==> config.mk <==
export PLATFORM = sky130hd
export DESIGN_NAME = baud_clk_gen
export DESIGN_NICKNAME = d
export VERILOG_FILES = /design/src/rtl/baud_gen_pkg.sv /design/src/rtl/baud_cfg_reg.sv /design/src/rtl/baud_base_tick.sv /design/src/rtl/baud_div_core.sv /design/src/rtl/baud_clk_gen.sv
export SDC_FILE = /design/constraint.sdc
export NUM_CORES = 1
export LEC_CHECK = 0
export BUFFER_PORTS_ARGS = -buffer_cell sky130_fd_sc_hd__buf_2
export CORE_MARGIN = 1.5
export CORE_UTILIZATION = 43
export DETAILED_ROUTE_END_ITERATION = 6
export PLACE_DENSITY = 0.65
export SYNTH_ARGS = -nofsm -noshare
export SYNTH_HDL_FRONTEND = slang
export SYNTH_SLANG_ARGS = --single-unit
==> constraint.sdc <==
create_clock -name clk -period 4.1 [get_ports clk]
set_clock_uncertainty 0.2 [all_clocks]
set_input_delay 0.82 -clock clk [delete_from_list [all_inputs] [get_ports clk]]
set_output_delay 0.82 -clock clk [all_outputs]
set_load 0.005 [all_outputs]
==> src/rtl/baud_gen_pkg.sv <==
package baud_gen_pkg;

    localparam int CFG_W   = 8;
    localparam int SEL_W   = 2;
    localparam int K_W     = 5;
    localparam int K_MIN   = 8;
    localparam int SEL_LSB = 6;
    localparam int K_LSB   = 0;
    localparam int N_PRE   = 3;

    typedef enum logic [SEL_W-1:0] {
        BASE_EXT   = 2'b00,
        BASE_DIV2  = 2'b01,
        BASE_DIV8  = 2'b10,
        BASE_DIV32 = 2'b11
    } base_sel_e;

    typedef struct packed {
        base_sel_e        sel;
        logic [K_W-1:0]   k;
    } cfg_t;

    // log2 of each fixed prescale tap, indexed by select code minus one
    function automatic int pre_log2(input int idx);
        case (idx)
            0:       return 1;
            1:       return 3;
            default: return 5;
        endcase
    endfunction

    function automatic logic [K_W-1:0] clamp_k(input logic [K_W-1:0] k);
        return (k < K_W'(K_MIN)) ? K_W'(K_MIN) : k;
    endfunction

    function automatic logic [CFG_W-1:0] pack_cfg(input cfg_t c);
        logic [CFG_W-1:0] v;
        v = '0;
        v[SEL_LSB +: SEL_W] = c.sel;
        v[K_LSB +: K_W]     = c.k;
        return v;
    endfunction

endpackage

==> src/rtl/baud_cfg_reg.sv <==
module baud_cfg_reg
    import baud_gen_pkg::*;
(
    input  logic             clk,
    input  logic             rst,
    input  logic             wr,
    input  logic [CFG_W-1:0] wdata,
    output cfg_t             cfg,
    output logic [CFG_W-1:0] rdata
);

    cfg_t cfg_q;

    always_ff @(posedge clk) begin
        if (rst) begin
            cfg_q <= '{sel: BASE_EXT, k: '0};
        end else if (wr) begin
            cfg_q.sel <= base_sel_e'(wdata[SEL_LSB +: SEL_W]);
            cfg_q.k   <= wdata[K_LSB +: K_W];
        end
    end

    assign cfg   = cfg_q;
    assign rdata = pack_cfg(cfg_q);

    a_r2_rsvd_reads_zero: assert property (@(posedge clk) disable iff (rst)
        wr |=> (rdata[5] == 1'b0) && (rdata[4:0] == $past(wdata[4:0])));

endmodule

==> src/rtl/baud_base_tick.sv <==
module baud_base_tick
    import baud_gen_pkg::*;
(
    input  logic      clk,
    input  logic      rst,
    input  logic      clr,
    input  base_sel_e sel,
    input  logic      ext_in,
    output logic      tick
);

    localparam int PRE_W = pre_log2(N_PRE - 1);

    // free-running prescale counter, cleared with the divider chain
    logic [PRE_W-1:0] pre_cnt_q;
    logic [N_PRE-1:0] tap;

    always_ff @(posedge clk) begin
        if (rst || clr) pre_cnt_q <= '0;
        else            pre_cnt_q <= pre_cnt_q + 1'b1;
    end

    for (genvar i = 0; i < N_PRE; i++) begin : g_tap
        localparam int LG = pre_log2(i);
        assign tap[i] = &pre_cnt_q[LG-1:0];
    end

    // external source: two-flop synchronizer plus rising-edge detect
    logic ext_m_q, ext_s_q, ext_d_q;

    always_ff @(posedge clk) begin
        if (rst) begin
            ext_m_q <= 1'b0;
            ext_s_q <= 1'b0;
            ext_d_q <= 1'b0;
        end else begin
            ext_m_q <= ext_in;
            ext_s_q <= ext_m_q;
            ext_d_q <= ext_s_q;
        end
    end

    logic ext_edge;
    assign ext_edge = ext_s_q & ~ext_d_q;

    always_comb begin
        unique case (sel)
            BASE_EXT:   tick = ext_edge & ~clr;
            BASE_DIV2:  tick = tap[0] & ~clr;
            BASE_DIV8:  tick = tap[1] & ~clr;
            default:    tick = tap[2] & ~clr;
        endcase
    end

    a_r3_tick_spaced: assert property (@(posedge clk) disable iff (rst)
        tick |=> !tick);

    a_r5_ext_edge_single: assert property (@(posedge clk) disable iff (rst)
        ext_edge |=> !ext_edge);

endmodule

==> src/rtl/baud_div_core.sv <==
module baud_div_core
    import baud_gen_pkg::*;
(
    input  logic           clk,
    input  logic           rst,
    input  logic           clr,
    input  logic           tick,
    input  logic [K_W-1:0] k_eff,
    output logic           baud,
    output logic           stb
);

    logic [K_W-1:0] cnt_q;
    logic           baud_q, stb_q;
    logic           term;

    assign term = tick && (cnt_q == k_eff - 1'b1);

    always_ff @(posedge clk) begin
        if (rst || clr) begin
            cnt_q  <= '0;
            baud_q <= 1'b0;
            stb_q  <= 1'b0;
        end else begin
            stb_q <= term;
            if (term) begin
                cnt_q  <= '0;
                baud_q <= ~baud_q;
            end else if (tick) begin
                cnt_q  <= cnt_q + 1'b1;
            end
        end
    end

    assign baud = baud_q;
    assign stb  = stb_q;

    a_r7_count_in_range: assert property (@(posedge clk) disable iff (rst)
        cnt_q < k_eff);

    a_r8_stb_one_cycle: assert property (@(posedge clk) disable iff (rst)
        stb_q |=> !stb_q);

    a_r8_edge_has_stb: assert property (@(posedge clk) disable iff (rst)
        (baud_q != $past(baud_q)) |-> (stb_q || $past(clr) || $past(rst)));

endmodule

==> src/rtl/baud_clk_gen.sv <==
module baud_clk_gen
    import baud_gen_pkg::*;
(
    input  logic       clk,
    input  logic       rst,
    input  logic       gen_en,
    input  logic       cfg_wr,
    input  logic [7:0] cfg_wdata,
    output logic [7:0] cfg_rdata,
    input  logic       ext_tick_in,
    output logic       baud_clk,
    output logic       baud_stb
);

    cfg_t            cfg;
    logic            clr;
    logic            base_tick;
    logic [K_W-1:0]  k_eff;

    // a disabled generator or any register write restarts the chain
    assign clr   = ~gen_en | cfg_wr;
    assign k_eff = clamp_k(cfg.k);

    baud_cfg_reg u_cfg (
        .clk   (clk),
        .rst   (rst),
        .wr    (cfg_wr),
        .wdata (cfg_wdata),
        .cfg   (cfg),
        .rdata (cfg_rdata)
    );

    baud_base_tick u_base (
        .clk    (clk),
        .rst    (rst),
        .clr    (clr),
        .sel    (cfg.sel),
        .ext_in (ext_tick_in),
        .tick   (base_tick)
    );

    baud_div_core u_div (
        .clk   (clk),
        .rst   (rst),
        .clr   (clr),
        .tick  (base_tick),
        .k_eff (k_eff),
        .baud  (baud_clk),
        .stb   (baud_stb)
    );

    a_r9_disabled_idle: assert property (@(posedge clk) disable iff (rst)
        !gen_en |=> (!baud_clk && !baud_stb));

    a_r10_write_clears: assert property (@(posedge clk) disable iff (rst)
        cfg_wr |=> !baud_clk);

endmodule

==> impl_metrics.json, run 1 <==
{
  "synth.mux.area_fraction_pct": 9.01,
  "layout_cell_share_with_drive_strength_beyond_1_pct": 23.5,
  "critPathBufInv": 0,
  "timing.max_slew.rel_slack_pct": 54.9,
  "drt-initial-drc-count": 2,
  "syn-cell-area_um2": 1000,
  "synth_simple_gate_area_share_pct": 17.6,
  "clk-insertion-delay-late_ns": 0.31,
  "cp_slowest_cell": "sky130_fd_sc_hd__o31ai_1",
  "max_clock_freq_mhz": 371,
  "synth_area_leader_cell": "sky130_fd_sc_hd__dfxtp_1",
  "globalRouteMet3Util_pct": 3.51,
  "reg2regPathDepth": 8,
  "cts_sink_count": 22,
  "busiest_grt_layer": "met2",
  "via_per_inst": 5.03,
  "postCtsSetupBuffers": 0,
  "number_of_antenna_violations_at_the_first_check_in_global_routing": 0,
  "clockRootBuffer": "sky130_fd_sc_hd__clkbuf_4",
  "crit_chain": "ha_1 -> and3_1 -> ha_1 -> mux2i_1 -> a221oi_4 -> o2111ai_2 -> o31ai_1 -> nor2_1",
  "initial_cell_density_of_the_core_pct": 45.2,
  "post-synth-top-area-fraction_pct": 44.1,
  "holdPathEnd": "u_base.ext_s_q",
  "postSynthNetCount": 116,
  "area_growth_syn_to_layout_pct": 16.9,
  "rsz_0062_raised_after_global_routing": "false",
  "detail_route.drc_violations": 0,
  "post-route-period-util_pct": 65.8,
  "tritoncts": "yes",
  "diodes": 0,
  "timing.critical_path.from_type": "flop",
  "yosysSeqAreaShare_pct": 44.1,
  "fin_nets": 138,
  "route.antenna.remaining_nets": 0,
  "grt_start_max_net_pins": 14,
  "num_rows": 17,
  "htree_num_levels": 1,
  "critPathMostFrequentCell": "sky130_fd_sc_hd__ha_1",
  "syn-instance-count": 98,
  "path_max_fanout": 6,
  "synth_xor_xnor_area_share_pct": 9.64,
  "die_w_um": 51.2,
  "setup_viol": 0,
  "chipHeight_um": 51.2,
  "holdWs_ns": 0.254,
  "synth_ff_type": "sky130_fd_sc_hd__dfxtp_1",
  "required_ns": 4.09,
  "power_per_cell_area_nw_per_um2": 367,
  "gpl.final_weighted_congestion": 0.745,
  "numCtsBuffers": 3,
  "routed_wl_um": 1760,
  "synth_top_cells_by_area": "sky130_fd_sc_hd__dfxtp_1, sky130_fd_sc_hd__mux2i_1, sky130_fd_sc_hd__ha_1",
  "synth-edff-count": 0,
  "synth_top_family_by_area": "simple AND/OR/NAND/NOR gates",
  "min_path_cells": 1,
  "r2r_setup_slack_ns": 1.40,
  "timing.max_cap.violations": 0,
  "first_pass_grt_wire_length_um": 3080,
  "port_buffers": 20,
  "grt.met1_usage_pct": 17.8,
  "period_minus_slack_ns": 2.70,
  "globalRouteMet2Util_pct": 28.1,
  "timing.hold.worst.start": "u_base.ext_m_q",
  "postSynthAreaPerCell_um2": 10.2,
  "clock_tree.buffer_depth": 2,
  "die_area_um2": 2620,
  "sum_neg_setup_slack_ns": 0,
  "detail_route.wl_per_cell_um": 12.0,
  "ys_warn_count": 0,
  "synth_async_sr_flop_share_pct": 0,
  "post_cts_resize_count": 0,
  "pin_count": 23,
  "holdBufCountCts": 0,
  "power.leakage_nw": 0.510,
  "tightestPinTransition_ns": 0.670,
  "firstDrtPassIters": 4,
  "outcome": "finished clean",
  "post_synthesis_compound_gate_area_fraction_pct": 10.8,
  "fin_util_pct": 52.8,
  "worst_setup_path_end_kind": "flop",
  "synth_adder_area_share_pct": 6.26,
  "vias_in_the_first_global_route": 729,
  "maximum_ir_drop_on_the_vdd_rail_mv": 0.353,
  "report.power.total_mw": 0.429,
  "regToRegEndpoint": "u_div.cnt_q[0]",
  "min_path_type": "reg -> reg",
  "drv_slew": 0,
  "globalRouteOverflowTotal": 0,
  "dp.final_hpwl_um": 1350,
  "netlist-cell-type-count": 30,
  "grt_use_total_pct": 16.0,
  "r2r_start": "u_base.pre_cnt_q[0]",
  "core_area_um2": 2210,
  "path_clk_slew_ns": 0.13,
  "maximum_single_stage_delay_on_the_critical_path_ns": 0.60,
  "timing.final.hold_violations": 0,
  "critPathTopFamily": "compound AO/OA/AOI/OAI gates",
  "postSynthRegisterBits": 22,
  "via_count": 740,
  "worst-endpoint-arrival_ns": 2.69,
  "critPathKind": "reg -> reg",
  "final.fill_count": 218
}
-- flip-flops by register name, summed over array words and instances, names as in the netlist --
signal / cells
u_cfg.cfg: 7
u_base.pre_cnt_q: 5
u_div.cnt_q: 5
u_base.ext_d_q: 1
u_base.ext_m_q: 1
u_base.ext_s_q: 1
u_div.baud: 1
u_div.stb: 1
-- where the power goes --
part / switching [mW] / leakage, nW / internal (mW)
combinational: 0.0184 / 0.303 / 0.0183
clock: 0.0673 / 0.0279 / 0.0988
sequential: 0.00682 / 0.179 / 0.220
-- worst max path at each step --
stage,endpoint,cells after the start,from
after detailed placement,u_div.cnt_q[0],6,cfg_wr
after CTS,u_div.cnt_q[0],8,u_base.pre_cnt_q[0]
after global placement,u_div.cnt_q[1],6,cfg_wr
after floorplan,u_div.cnt_q[0],6,cfg_wr
final,u_div.cnt_q[0],8,u_base.pre_cnt_q[0]
after global routing,u_div.cnt_q[4],8,u_base.pre_cnt_q[0]
-- logic make-up after synthesis --
logic type | after synthesis
and+or+nand+nor | 34
AOI/OAI and AO/OA | 12
xor gates and xnor gates | 11
muxes | 9
other | 1
buffers and inverters | 4
adders and majority gates | 5
DFF | 22
-- layout make-up --
type	instances	area [um2]	share of cell area [%]
inverter	1	3.75	0.321
clock buffer	3	22.5	1.93
tap	28	35.0	3.00
timing repair buffer	20	100	8.57
multi-input combinational	72	537	45.9
sequential	22	440	37.7
clock inverter	1	30.0	2.57
-- Yosys cell counts, types with 2 or more instances --
cell / number
sky130_fd_sc_hd__xnor2_1: 5
sky130_fd_sc_hd__nand2b_1: 2
sky130_fd_sc_hd__ha_1: 5
sky130_fd_sc_hd__nor2b_1: 4
sky130_fd_sc_hd__mux2i_1: 9
sky130_fd_sc_hd__nand4_1: 2
sky130_fd_sc_hd__and2_1: 3
sky130_fd_sc_hd__a21oi_1: 2
sky130_fd_sc_hd__o21ai_0: 3
sky130_fd_sc_hd__dfxtp_1: 22
sky130_fd_sc_hd__o31ai_1: 2
sky130_fd_sc_hd__xor2_1: 6
sky130_fd_sc_hd__nor2_1: 15
sky130_fd_sc_hd__buf_4: 2
-- cells in the final DEF, fill, tap and decap left out --
cell                         n
sky130_fd_sc_hd__nand2b_1    2
sky130_fd_sc_hd__bufinv_16   1
sky130_fd_sc_hd__nor2_1     15
sky130_fd_sc_hd__nor2b_1     4
sky130_fd_sc_hd__a221o_1     1
sky130_fd_sc_hd__a211o_1     1
sky130_fd_sc_hd__clkbuf_4    3
sky130_fd_sc_hd__or2_2       1
sky130_fd_sc_hd__a221oi_4    1
sky130_fd_sc_hd__and3_1      1
sky130_fd_sc_hd__nand2_1     1
sky130_fd_sc_hd__and2_1      3
sky130_fd_sc_hd__nor3_1      1
sky130_fd_sc_hd__buf_2      20
sky130_fd_sc_hd__inv_1       1
sky130_fd_sc_hd__mux2i_1     9
sky130_fd_sc_hd__nand4_1     2
sky130_fd_sc_hd__nand3_1     1
sky130_fd_sc_hd__o2111ai_2   1
sky130_fd_sc_hd__a21oi_1     2
sky130_fd_sc_hd__o21ai_0     3
sky130_fd_sc_hd__ha_1        5
sky130_fd_sc_hd__a21o_1      1
sky130_fd_sc_hd__or4_1       1
sky130_fd_sc_hd__or3b_4      1
sky130_fd_sc_hd__conb_1      1
sky130_fd_sc_hd__nor4_1      1
sky130_fd_sc_hd__dfxtp_1    22
sky130_fd_sc_hd__xor2_1      6
sky130_fd_sc_hd__xnor2_1     5
sky130_fd_sc_hd__o31ai_1     2
-- metal layers --
metal / wire [um] / up-vias / part of all wire [%]
li1: - / 383 / -
met1: 791 / 339 / 45
met5: 0 / - / 0
met3: 61 / 4 / 3.5
met2: 871 / 14 / 49
met4: 40 / 0 / 2.3
-- metrics by stage --
stage | setup WS (ns) | std cells | instance area (um2)
floorplan | 1.60 | 98 | 1000
global placement | 1.29 | 143 | 1120
detailed placement | 1.22 | 143 | 1120
CTS | 1.38 | 147 | 1170
global route | 1.11 | 147 | 1170
finish | 1.40 | 147 | 1170
No activity file was read; power rests on OpenSTA's default activity.
==> run 2, diff against run 1 <==
Clock period 4.1 ns to 2.5 ns, I/O delays scaled along.
==> impl_metrics.json, run 2 (same netlist as run 1, synthesis figures left out) <==
{
  "cts_sink_count": 22,
  "fin_nets": 140,
  "clock_tree.buffer_depth": 2,
  "number_of_antenna_violations_at_the_first_check_in_global_routing": 0,
  "post_cts_resize_count": 0,
  "max_clock_freq_mhz": 426,
  "port_buffers": 20,
  "die_area_um2": 2620,
  "area_growth_syn_to_layout_pct": 16.8,
  "power.leakage_nw": 0.513,
  "timing.hold.worst.start": "ext_tick_in",
  "timing.final.hold_violations": 0,
  "clockRootBuffer": "sky130_fd_sc_hd__clkbuf_4",
  "via_count": 753,
  "drv_slew": 0,
  "worst-endpoint-arrival_ns": 2.39,
  "post-route-period-util_pct": 93.9,
  "pin_count": 23,
  "timing.max_cap.violations": 0,
  "diodes": 0,
  "chipHeight_um": 51.2,
  "grt_use_total_pct": 14.8,
  "die_w_um": 51.2,
  "critPathMostFrequentCell": "sky130_fd_sc_hd__ha_1",
  "vias_in_the_first_global_route": 739,
  "crit_path_start": "u_base.pre_cnt_q[0]",
  "routed_wl_um": 1720,
  "path_max_fanout": 4,
  "min_path_type": "in -> reg",
  "layout_commonest_cell": "sky130_fd_sc_hd__dfxtp_1",
  "htree_num_levels": 1,
  "core_area_um2": 2210,
  "detail_route.wl_per_cell_um": 11.6,
  "globalRouteOverflowTotal": 0,
  "r2r_start": "u_base.pre_cnt_q[0]",
  "required_ns": 2.55,
  "via_per_inst": 5.05,
  "placement.setup.worst_slack_ns": 0.154,
  "numCtsBuffers": 3,
  "path_clk_slew_ns": 0.12,
  "rsz_0062_raised_after_global_routing": "false",
  "setup_viol": 0,
  "detail_route.drc_violations": 0,
  "critPathKind": "reg -> reg",
  "holdBufCountCts": 0,
  "postLayoutSetupSlackWorst_ns": 0.154,
  "worst_setup_path_end_kind": "flop",
  "post-route-cell-area_um2": 1170,
  "critPathTopFamily": "compound AO/OA/AOI/OAI gates",
  "sum_neg_setup_slack_ns": 0,
  "maximum_single_stage_delay_on_the_critical_path_ns": 0.44,
  "gpl.final_weighted_congestion": 0.739,
  "dp.final_hpwl_um": 1340,
  "maximum_ir_drop_on_the_vdd_rail_mv": 0.362,
  "power_per_cell_area_nw_per_um2": 537,
  "grt_start_max_net_pins": 13,
  "initial_cell_density_of_the_core_pct": 45.2,
  "first_pass_grt_wire_length_um": 2880,
  "outcome": "finished clean",
  "timing.critical_path.from_type": "flop",
  "cp_slowest_cell": "sky130_fd_sc_hd__or4_1",
  "critPathBufInv": 0,
  "drt-initial-drc-count": 10,
  "largest_register_ffs": 7,
  "placement.cell_area_um2": 1130,
  "period_minus_slack_ns": 2.35,
  "num_rows": 17,
  "clk-insertion-delay-late_ns": 0.31,
  "postCtsSetupBuffers": 0,
  "layout_cell_share_with_drive_strength_beyond_1_pct": 24.8,
  "commonest_cells_after_routing_fill_and_taps_aside": "sky130_fd_sc_hd__dfxtp_1, sky130_fd_sc_hd__buf_2, sky130_fd_sc_hd__nor2_1",
  "route.antenna.remaining_nets": 0,
  "firstDrtPassIters": 4,
  "crit_chain": "ha_1 -> and3_1 -> ha_1 -> mux2i_1 -> a221oi_4 -> o2111ai_2 -> or4_1 -> a21oi_1",
  "tritoncts": "yes"
}
run 2: changes by cell type in the layout (fill, tap and decap cells not counted):
cell	change
sky130_fd_sc_hd__buf_4	+2
sky130_fd_sc_hd__bufinv_16	-1
sky130_fd_sc_hd__clkbuf_8	+1
run 2: through the flow:
step	utilization (%)	cells	power, mW	hold slack [ns]
3_5_place_dp	51.1	145	0.441	0.230
5_1_grt	52.8	149	0.661	0.177
3_3_place_gp	51.1	145	0.439	0.215
6_report	52.8	149	0.627	0.191
2_1_floorplan	-	98	0.419	0.214
4_1_cts	52.8	149	0.636	0.181
run 2: final cells by class:
class | count | area, um2
Tap cell | 28 | 35.0
Fill cell | 216 | 1040
Inverter | 1 | 3.75
Multi-Input combinational cell | 72 | 537
Sequential cell | 22 | 440
Timing Repair Buffer | 22 | 115
Clock buffer | 4 | 36.3
run 2: final timing paths:
path                                        to  slack [ns]  cells after the start
worst max-delay path                u_div.baud        0.15                      8
worst min-delay path            u_base.ext_m_q        0.19                      2
worst max register to register      u_div.baud        0.15                      8
worst min register to register  u_base.ext_s_q        0.25                      1
run 2: report_power, final:
part | internal (mW) | total (mW) | leakage, nW | switching [mW]
logic | 0.0313 | 0.0617 | 0.313 | 0.0305
clock network | 0.0890 | 0.194 | 0.0210 | 0.106
registers | 0.360 | 0.371 | 0.179 | 0.0106
total | 0.480 | 0.627 | 0.513 | 0.147
run 2: layer usage:
layer  GRT usage (%)  wire length, um
met2            27.1              880
met3            5.26               82
met1            15.5              741
met4            5.26               16
met5               0                0
==> run 3, diff against run 2 <==
--- a/config.mk
+++ b/config.mk
@@ -8,7 +8,7 @@
 export BUFFER_PORTS_ARGS = -buffer_cell sky130_fd_sc_hd__buf_2
 export CORE_MARGIN = 1.5
-export CORE_UTILIZATION = 43
+export CORE_UTILIZATION = 45
 export DETAILED_ROUTE_END_ITERATION = 6
-export PLACE_DENSITY = 0.65
+export PLACE_DENSITY = 0.68
 export SYNTH_ARGS = -nofsm -noshare
 export SYNTH_HDL_FRONTEND = slang
==> constraint.sdc (replaced) <==
create_clock -name clk -period 2.5 [get_ports clk]
set_clock_uncertainty 0.2 [all_clocks]
set_input_delay 0.5 -clock clk [delete_from_list [all_inputs] [get_ports clk]]
set_output_delay 0.5 -clock clk [all_outputs]
set_load 0.01 [all_outputs]
==> impl_metrics.json, run 3 (same netlist as run 1, synthesis figures left out) <==
{
  "outcome": "finished clean",
  "power_per_cell_area_nw_per_um2": 539,
  "clockRootBuffer": "sky130_fd_sc_hd__clkbuf_4",
  "clk-insertion-delay-late_ns": 0.31,
  "fin_nets": 140,
  "critPathBufInv": 0,
  "post_cts_resize_count": 0,
  "pin_count": 23,
  "route.antenna.remaining_nets": 0,
  "layout_commonest_cell": "sky130_fd_sc_hd__dfxtp_1",
  "r2r_setup_slack_ns": 0.14,
  "drv_slew": 0,
  "layout_cell_share_with_drive_strength_beyond_1_pct": 24.8,
  "final.fill_count": 186,
  "worst_setup_path_end_kind": "flop",
  "commonest_cells_after_routing_fill_and_taps_aside": "sky130_fd_sc_hd__dfxtp_1, sky130_fd_sc_hd__buf_2, sky130_fd_sc_hd__nor2_1",
  "gpl.final_weighted_congestion": 0.720,
  "die_area_um2": 2510,
  "report.power.total_mw": 0.628,
  "chipHeight_um": 50.1,
  "timing.critical_path.from_type": "flop",
  "port_buffers": 20,
  "timing.final.hold_violations": 0,
  "rsz_0062_raised_after_global_routing": "false",
  "critPathTopFamily": "compound AO/OA/AOI/OAI gates",
  "crit_chain": "ha_1 -> and3_1 -> ha_1 -> mux2i_1 -> a221oi_4 -> o2111ai_2 -> or4_1 -> a21oi_1",
  "power.leakage_nw": 0.513,
  "diodes": 0,
  "postCtsSetupBuffers": 0,
  "htree_num_levels": 1,
  "maximum_single_stage_delay_on_the_critical_path_ns": 0.43,
  "dp.final_hpwl_um": 1360,
  "period_minus_slack_ns": 2.36,
  "tritoncts": "yes",
  "globalRouteOverflowTotal": 0,
  "largest_register_ffs": 7,
  "num_rows": 16,
  "post-route-period-util_pct": 94.2,
  "critPathMostFrequentCell": "sky130_fd_sc_hd__ha_1",
  "detail_route.wl_per_cell_um": 11.9,
  "routed_wl_um": 1760,
  "required_ns": 2.55,
  "min_path_type": "in -> reg",
  "fin_util_pct": 57.7,
  "first_pass_grt_wire_length_um": 3170,
  "detail_route.drc_violations": 0,
  "area_growth_syn_to_layout_pct": 16.6,
  "vias_in_the_first_global_route": 773,
  "setup_viol": 0,
  "initial_cell_density_of_the_core_pct": 49.4,
  "die_w_um": 50.1,
  "sum_neg_setup_slack_ns": 0,
  "clock_tree.buffer_depth": 2,
  "grt_use_total_pct": 16.6,
  "firstDrtPassIters": 4,
  "holdWs_ns": 0.211,
  "timing.max_cap.violations": 0,
  "max_clock_freq_mhz": 425,
  "via_count": 745,
  "grt_start_max_net_pins": 13,
  "holdBufCountCts": 0,
  "via_per_inst": 5.03,
  "maximum_ir_drop_on_the_vdd_rail_mv": 0.476,
  "drt-initial-drc-count": 12,
  "core_area_um2": 2020,
  "worst-endpoint-arrival_ns": 2.40,
  "path_clk_slew_ns": 0.12,
  "path_max_fanout": 4,
  "cts_sink_count": 22,
  "number_of_antenna_violations_at_the_first_check_in_global_routing": 0,
  "numCtsBuffers": 3,
  "critPathKind": "reg -> reg",
  "cp_slowest_cell": "sky130_fd_sc_hd__or4_1"
}
run 3: worst reg2reg max path: cells and delay by family, from the launching register on:
kind	cells	cell delay [ns]
AOI/OAI and AO/OA	3	0.68
and+or+nand+nor	2	0.58
DFF	1	0.41
adders and majority gates	2	0.33
muxes	1	0.11
run 3: final timing paths:
path	start	end	depth (start not counted)
worst min-delay path	ext_tick_in	u_base.ext_m_q	2
worst max register to register	u_base.pre_cnt_q[0]	u_div.baud	8
worst min register to register	u_base.ext_m_q	u_base.ext_s_q	1
worst max-delay path	u_base.pre_cnt_q[0]	u_div.baud	8
run 3: per-layer routing:
| layer | GRT usage [%] | part of all wire [%] | vias up |
|---|---|---|---|
| li1 | - | - | 386 |
| met1 | 18.9 | 46 | 342 |
| met2 | 29.8 | 49 | 13 |
| met3 | 5.36 | 4.3 | 4 |
| met4 | 4.17 | 1.1 | 0 |
| met5 | 0 | 0 | - |
run 3: layout make-up:
type                       count  area, um2  share of cell area (%)
multi-input combinational     72        537                    46.0
sequential                    22        440                    37.8
timing repair buffer          22        115                    9.87
clock buffer                   4       36.3                    3.11
tap                           27       33.8                    2.90
inverter                       1       3.75                   0.322
run 3: metrics by stage:
step	instance area (um2)	setup slack [ns]	cells
2_1_floorplan	1000	0.195	98
3_3_place_gp	1130	0.223	144
3_5_place_dp	1130	0.175	144
4_1_cts	1170	0.140	148
5_1_grt	1170	0.0230	148
6_report	1170	0.145	148
run 3: where the power goes:
| group | switching (mW) | internal (mW) | total, mW |
|---|---|---|---|
| registers | 0.0105 | 0.360 | 0.371 |
| logic | 0.0335 | 0.0314 | 0.0649 |
| clock network | 0.104 | 0.0890 | 0.193 |
| total | 0.148 | 0.480 | 0.628 |
